$ cat config.mk
export PLATFORM = sky130hd
export DESIGN_NAME = synth_divchain
export DESIGN_NICKNAME = d
export VERILOG_FILES = /design/src/rtl/synth_divchain_pkg.sv /design/src/rtl/sdc_ref_prescale.sv /design/src/rtl/sdc_fb_divider.sv /design/src/rtl/sdc_out_divider.sv /design/src/rtl/synth_divchain.sv
export SDC_FILE = /design/constraint.sdc
export NUM_CORES = 1
export LEC_CHECK = 0
export BUFFER_PORTS_ARGS = -buffer_cell sky130_fd_sc_hd__buf_2
export CORE_MARGIN = 1.5
export CORE_UTILIZATION = 43
export DETAILED_ROUTE_END_ITERATION = 10
export GPL_TIMING_DRIVEN = 0
export PLACE_DENSITY = 0.66
export SYNTH_ARGS = -nofsm -noshare
export SYNTH_HDL_FRONTEND = slang
export SYNTH_SLANG_ARGS = --single-unit
$ cat constraint.sdc
create_clock -name clk -period 1.1 [get_ports clk]
set_clock_uncertainty 0.2 [all_clocks]
set_input_delay 0.165 -clock clk [delete_from_list [all_inputs] [get_ports clk]]
set_output_delay 0.165 -clock clk [all_outputs]
set_load 0.02 [all_outputs]
$ cat src/rtl/synth_divchain_pkg.sv
package synth_divchain_pkg;

  localparam int N_W = 4;

  typedef enum logic [2:0] {
    TS_SHIFT   = 3'b000,
    TS_HIGH    = 3'b001,
    TS_REF     = 3'b010,
    TS_FB      = 3'b011,
    TS_OUT     = 3'b100,
    TS_LOW     = 3'b101,
    TS_FB_SER  = 3'b110,
    TS_OUT_Q   = 3'b111
  } test_sel_e;

  // Output divider code to divide value (non-monotonic mapping).
  function automatic logic [N_W-1:0] n_ratio(input logic [1:0] code);
    case (code)
      2'b00:   return N_W'(2);
      2'b01:   return N_W'(4);
      2'b10:   return N_W'(8);
      default: return N_W'(1);
    endcase
  endfunction

endpackage

$ cat src/rtl/sdc_ref_prescale.sv
module sdc_ref_prescale #(
  parameter int PRE_DIV = 16
) (
  input  logic clk,
  input  logic rst_n,
  input  logic step,
  output logic div_q
);
  localparam int CW = (PRE_DIV > 1) ? $clog2(PRE_DIV) : 1;
  localparam logic [CW-1:0] LAST = CW'(PRE_DIV - 1);

  logic [CW-1:0] cnt_q, cnt_d;
  logic          div_d;

  always_comb begin
    cnt_d = cnt_q;
    div_d = div_q;
    if (step) begin
      if (cnt_q == LAST) begin
        cnt_d = '0;
        div_d = ~div_q;
      end else begin
        cnt_d = cnt_q + CW'(1);
      end
    end
  end

  always_ff @(posedge clk or negedge rst_n) begin
    if (!rst_n) begin
      cnt_q <= '0;
      div_q <= 1'b0;
    end else if (step) begin
      cnt_q <= cnt_d;
      div_q <= div_d;
    end
  end

  // output only moves on a reference strobe
  a_r2_hold_without_strobe: assert property (@(posedge clk) disable iff (!rst_n)
    !step |=> $stable(div_q));

endmodule

$ cat src/rtl/sdc_fb_divider.sv
module sdc_fb_divider #(
  parameter int M_W = 9
) (
  input  logic           clk,
  input  logic           rst_n,
  input  logic           step,
  input  logic [M_W-1:0] m_val,
  output logic           fb_q
);
  localparam logic [M_W-1:0] ONE = M_W'(1);

  logic           phase_q, phase_d;
  logic [M_W-1:0] cnt_q, cnt_d;
  logic           fb_d;
  logic           rise;
  logic           tc;

  assign rise = step & ~phase_q;
  assign tc   = rise & (cnt_q == '0);

  always_comb begin
    phase_d = phase_q;
    cnt_d   = cnt_q;
    fb_d    = fb_q;
    if (step) phase_d = ~phase_q;
    if (rise) cnt_d = tc ? (m_val - ONE) : (cnt_q - ONE);
    if (tc)   fb_d  = ~fb_q;
  end

  always_ff @(posedge clk or negedge rst_n) begin
    if (!rst_n) begin
      phase_q <= 1'b0;
      cnt_q   <= '0;
      fb_q    <= 1'b0;
    end else if (step) begin
      phase_q <= phase_d;
      cnt_q   <= cnt_d;
      fb_q    <= fb_d;
    end
  end

  // toggle stage flips only on a terminal count
  a_r3_toggle_only_on_tc: assert property (@(posedge clk) disable iff (!rst_n)
    !tc |=> $stable(fb_q));

  // mid-count rising edges decrement and never reload
  a_r6_no_midcount_reload: assert property (@(posedge clk) disable iff (!rst_n)
    (rise && cnt_q != '0) |=> (cnt_q == $past(cnt_q) - ONE));

endmodule

$ cat src/rtl/sdc_out_divider.sv
module sdc_out_divider
  import synth_divchain_pkg::*;
(
  input  logic       clk,
  input  logic       rst_n,
  input  logic       step,
  input  logic [1:0] n_code,
  output logic       div_q,
  output logic       quart_q
);
  localparam logic [N_W-1:0] ONE = N_W'(1);

  logic [N_W-1:0] cnt_q, cnt_d;
  logic           div_d;
  logic [1:0]     qc_q, qc_d;
  logic           tc;

  assign tc = step & (cnt_q == '0);

  always_comb begin
    cnt_d = cnt_q;
    div_d = div_q;
    qc_d  = qc_q;
    if (step) cnt_d = tc ? (n_ratio(n_code) - ONE) : (cnt_q - ONE);
    if (tc) begin
      div_d = ~div_q;
      if (!div_q) qc_d = qc_q + 2'd1;
    end
  end

  always_ff @(posedge clk or negedge rst_n) begin
    if (!rst_n) begin
      cnt_q <= '0;
      div_q <= 1'b0;
      qc_q  <= 2'd0;
    end else if (step) begin
      cnt_q <= cnt_d;
      div_q <= div_d;
      qc_q  <= qc_d;
    end
  end

  assign quart_q = qc_q[1];

  // divided clock moves only on an oscillator strobe
  a_r4_hold_without_strobe: assert property (@(posedge clk) disable iff (!rst_n)
    !step |=> $stable(div_q));

  // quarter clock changes only together with a rising divided clock
  a_r12_quarter_on_rise: assert property (@(posedge clk) disable iff (!rst_n)
    !$rose(div_q) |-> $stable(quart_q));

endmodule

$ cat src/rtl/synth_divchain.sv
module synth_divchain
  import synth_divchain_pkg::*;
#(
  parameter int PRE_DIV = 16,
  parameter int M_W     = 9
) (
  input  logic           clk,
  input  logic           rst_n,
  input  logic           ref_edge,
  input  logic           vco_edge,
  input  logic           sclk_edge,
  input  logic [M_W-1:0] m_cfg,
  input  logic [1:0]     n_cfg,
  input  logic [2:0]     test_sel,
  input  logic           oe,
  input  logic           sr_out,
  output logic           ref_div,
  output logic           fb_div,
  output logic           fout,
  output logic           test_out
);
  logic [1:0] rs_q;
  logic       rst_ni;
  logic       fb_step;
  logic       odiv;
  logic       oquart;
  test_sel_e  sel;

  // Asynchronous assert, synchronous release
  always_ff @(posedge clk or negedge rst_n) begin
    if (!rst_n) rs_q <= 2'b00;
    else        rs_q <= {rs_q[0], 1'b1};
  end
  assign rst_ni = rs_q[1];

  assign sel     = test_sel_e'(test_sel);
  assign fb_step = (sel == TS_FB_SER) ? sclk_edge : vco_edge;

  sdc_ref_prescale #(.PRE_DIV(PRE_DIV)) u_pre (
    .clk   (clk),
    .rst_n (rst_ni),
    .step  (ref_edge),
    .div_q (ref_div)
  );

  sdc_fb_divider #(.M_W(M_W)) u_fb (
    .clk   (clk),
    .rst_n (rst_ni),
    .step  (fb_step),
    .m_val (m_cfg),
    .fb_q  (fb_div)
  );

  sdc_out_divider u_out (
    .clk     (clk),
    .rst_n   (rst_ni),
    .step    (vco_edge),
    .n_code  (n_cfg),
    .div_q   (odiv),
    .quart_q (oquart)
  );

  assign fout = odiv & oe;

  always_comb begin
    case (sel)
      TS_SHIFT:  test_out = sr_out;
      TS_HIGH:   test_out = 1'b1;
      TS_REF:    test_out = ref_div;
      TS_FB:     test_out = fb_div;
      TS_OUT:    test_out = fout;
      TS_LOW:    test_out = 1'b0;
      TS_FB_SER: test_out = fb_div;
      TS_OUT_Q:  test_out = oquart;
      default:   test_out = 1'b0;
    endcase
  end

  // with the enable low the synthesized clock never rises
  a_r8_gated_low: assert property (@(posedge clk) disable iff (!rst_ni)
    (!oe && !$past(oe)) |-> !$rose(fout));

endmodule

==> flow_metrics.py <==
metrics = {
    "setup_path": {
        "criticalPathCategory": "reg2reg",
        "cp-start-kind": "register",
        "crit_arrival_ns": 2.63,
        "critical_path.cell_chain": "nor2b_2, mux2i_4, nor2_4, a21oi_2, ha_2, or4b_4, a41o_4, nor3_4, nand2_1, a211o_1",
        "critical_path_required_ns": 1.14,
        "crit_buf_inv": 0,
        "critPathMaxStageDelay_ns": 0.46,
        "end_kind": "register",
        "crit_family": "simple AND/OR/NAND/NOR gates",
        "cp_max_fo": 4,
        "cp_slowest_cell": "or4b_4",
        "regToRegSetupSlack_ns": -1.49,
    },
    "route": {
        "ant_nets": 0,
        "post-route-drc-count": 0,
        "routedWlPerCell_um": 15.34,
        "wl_um": 4019,
        "via_per_inst": 5.557,
        "first_pass_iters": 4,
        "first_iter_violations": 70,
        "vias": 1456,
    },
    "finish": {
        "filler_cell_count": 267,
        "final_layout_size_suffix_gt1_share_pct": 55.56,
        "final_common_cell": "buf_2",
        "final_cell_mix": "buf_2 (20), buf_4 (19), dfrtp_1 (14)",
        "final_util_pct": 68.73,
        "antenna_cells": 0,
        "final_nets": 241,
        "syn2layout_area_growth_pct": 52.12,
    },
    "clocking": {
        "cts_buffers": 3,
        "worstSkewPairLatency_ns": 0.33,
        "cts_tree": "built",
        "clkTransAtPathRegs_ns": 0.15,
        "cts_buffer_depth": 2,
        "cts_sinks": 25,
        "clock-root-buffer": "clkbuf_4",
        "cts_htree_levels": 1,
        "holdBufCountCts": 9,
    },
    "power": {
        "clockPowerShare_pct": 8.7,
        "power.total_uw": 5182,
        "switching_share_pct": 42.25,
        "intPower_uw": 2992,
        "power.density_mw_per_mm2": 2259,
        "ir_drop_mv": 1.201,
        "p_comb_share_pct": 53.4,
        "p_leak_uw": 0.0009465,
        "p_seq_share_pct": 37.9,
        "power.switching_uw": 2190,
    },
    "timing": {
        "hold_viol": 2,
        "fin_ws_ns": -1.489,
        "slew_violations": 0,
        "slew_headroom_pct": 66.77,
        "fmax_mhz": 386.3,
        "period_share_pct": 235.3,
        "setup-violations-final": 25,
        "worstMarginPinSlew_ns": 0.4921,
        "rsz0062_at_grt": "yes",
        "finalCriticalPeriod_ns": 2.589,
        "timing.hold.ws_ns": -0.04707,
    },
    "yosys": {
        "ys_types": 45,
        "synth-xor-area-share_pct": 5.809,
        "synth-async-reset-ratio_pct": 100.0,
        "synthMuxAreaShare_pct": 6.639,
        "syn_avg_cell_area_um2": 9.727,
        "synth-simple-area-share_pct": 26.22,
        "synth_edf_count": 0,
        "synth_compound_area_share_pct": 15.93,
        "synth_nets": 179,
        "netlist_area_mm2": 0.001508,
        "syn_inst": 155,
        "ys_seq_area_share_pct": 41.49,
        "yosysWarnings": 0,
        "synth.ff_latch_count": 25,
        "synth_fa_ha_area_share_pct": 2.490,
        "synth_top_family_by_area": "simple AND/OR/NAND/NOR gates",
        "synth_ff_type": "dfrtp_1",
    },
    "outcome": {
        "outcome": "complete, but fails checks",
        "violations": "negative hold slack, negative setup slack",
    },
    "floorplan": {
        "die_w_um": 62.22,
        "io_pins": 25,
        "initial_core_util_pct": 45.18,
        "coreArea_mm2": 0.003337,
        "rows": 21,
        "chipHeight_um": 62.22,
        "die_area_mm2": 0.003871,
    },
    "global_routing": {
        "grt_overflow": 0,
        "gr-usage-all-layers_pct": 21.00,
        "grt_max_degree": 24,
        "antenna_found_initial": 0,
        "grt_pass1_vias": 1478,
        "grt_pass1_wl_um": 6561,
    },
    "job": {
        "maxCapViolCount": 0,
    },
    "worst_hold_path": {
        "hold_path.class": "in2reg",
    },
    "place": {
        "io_buffers": 24,
        "place.gp.congestion": 0.8252,
        "dpl.hpwl_um": 2436,
    },
}
-- per-stage QoR --
step	cell area, um^2	TNS (ns)	std cells	worst slack, ns
global route	2293	-17.06	262	-1.583
finish	2293	-15.43	262	-1.489
floorplan	1549	-12.07	155	-1.550
CTS	2226	-15.38	262	-1.502
detailed placement	1727	-18.82	225	-1.917
global placement	1727	-18.52	225	-1.867
-- metal layers --
metal | wire, um | GRT usage (%) | vias up
li1 | - | - | 701
met1 | 1639 | 23.94 | 717
met2 | 2161 | 38.99 | 30
met3 | 133 | 4.167 | 8
met4 | 83 | 7.222 | 0
met5 | 0 | 0 | -
-- sequential cells by signal, summed over array words and instances, names as in the netlist --
| signal | count |
|---|---|
| rs_q | 2 |
| u_fb.phase_q | 1 |
| u_fb.cnt_q | 9 |
| u_fb.fb_q | 1 |
| u_out.qc_q | 2 |
| u_out.cnt_q | 4 |
| u_pre.div_q | 1 |
| u_out.div_q | 1 |
| u_pre.cnt_q | 4 |
-- kinds of logic after synthesis --
kind of cell    after synthesis
buf+inv                       4
fa+ha+maj                     3
flops                        25
mux                           9
compound gates               38
simple gates                 65
xor+xnor                     10
other cells                   1
-- cell type report --
class / instances / area, um^2 / area share (%)
Clock buffer: 3 / 22.52 / 0.9820
Timing Repair Buffer: 57 / 439.2 / 19.15
Sequential cell: 25 / 639.4 / 27.88
Tap cell: 46 / 57.56 / 2.510
Clock inverter: 1 / 8.758 / 0.3819
Multi-Input combinational cell: 126 / 1096 / 47.79
Inverter: 2 / 7.507 / 0.3273
Buffer: 2 / 22.52 / 0.9820
-- power by group through the flow --
stage                     Combinational (uW)  Clock (uW)  Sequential [uW]
final                                   2770         452             1960
after global routing                    3000         494             2020
after CTS                               2540         457             1880
after detailed placement                1590           0             1900
after global placement                  1540           0             1870
after floorplan                         1220           0             1800
-- Yosys cell counts, drive strengths merged, types with 2 or more instances --
master / count / share of area (%)
nor2b: 3 / 1.2
nand2b: 2 / 0.83
ha: 3 / 2.5
a211oi: 2 / 1.0
nand4: 2 / 0.83
mux2i: 4 / 2.9
buf: 2 / 0.66
inv: 2 / 0.50
or3: 3 / 1.2
xnor2: 7 / 4.1
nor3: 6 / 3.5
or2: 2 / 0.83
a21oi: 12 / 4.0
a31oi: 3 / 1.2
xor2: 3 / 1.7
and4b: 2 / 1.3
nor2: 14 / 3.5
mux2: 5 / 3.7
dfrtp: 25 / 41
nor4: 4 / 2.7
nand2: 12 / 3.0
o211ai: 2 / 1.0
or4: 2 / 1.2
a21o: 2 / 1.0
o21ai: 9 / 3.0
nor4b: 2 / 1.2
nand3: 5 / 1.7
nor3b: 2 / 1.0
-- timing repair --
item	4_1_cts	5_1_grt
setup buffers	24	10
pin swaps	8	11
resized for setup	52	31
endpoints found under the setup margin	49	27
endpoints found under the hold margin	13	2
-- worst reg2reg max path, stage by stage, from the launching register on --
cell and delay, ns:
dfrtp_1 0.45, nor2b_2 0.08, mux2i_4 0.18, nor2_4 0.06
a21oi_2 0.12, ha_2 0.18, or4b_4 0.46, a41o_4 0.28
nor3_4 0.14, nand2_1 0.07, a211o_1 0.27
-- path summary, 6_finish.rpt --
kind                                                from                    endpoint  cells after the start
max in group asynchronous                          rst_n           rs_q[1]$_DFF_PN0_                      3
worst min-delay path                            vco_edge  u_out.cnt_q[0]$_DFFE_PN0P_                      2
worst max register to register  u_fb.phase_q$_DFFE_PN0N_   u_fb.cnt_q[8]$_DFFE_PN0P_                     10
worst max-delay path            u_fb.phase_q$_DFFE_PN0N_   u_fb.cnt_q[8]$_DFFE_PN0P_                     10
worst min register to register         rs_q[1]$_DFF_PN0_  u_out.cnt_q[2]$_DFFE_PN0P_                      0
min in group asynchronous              rs_q[1]$_DFF_PN0_  u_out.cnt_q[2]$_DFFE_PN0P_                      0
No activity file was read; power rests on OpenSTA's default activity.
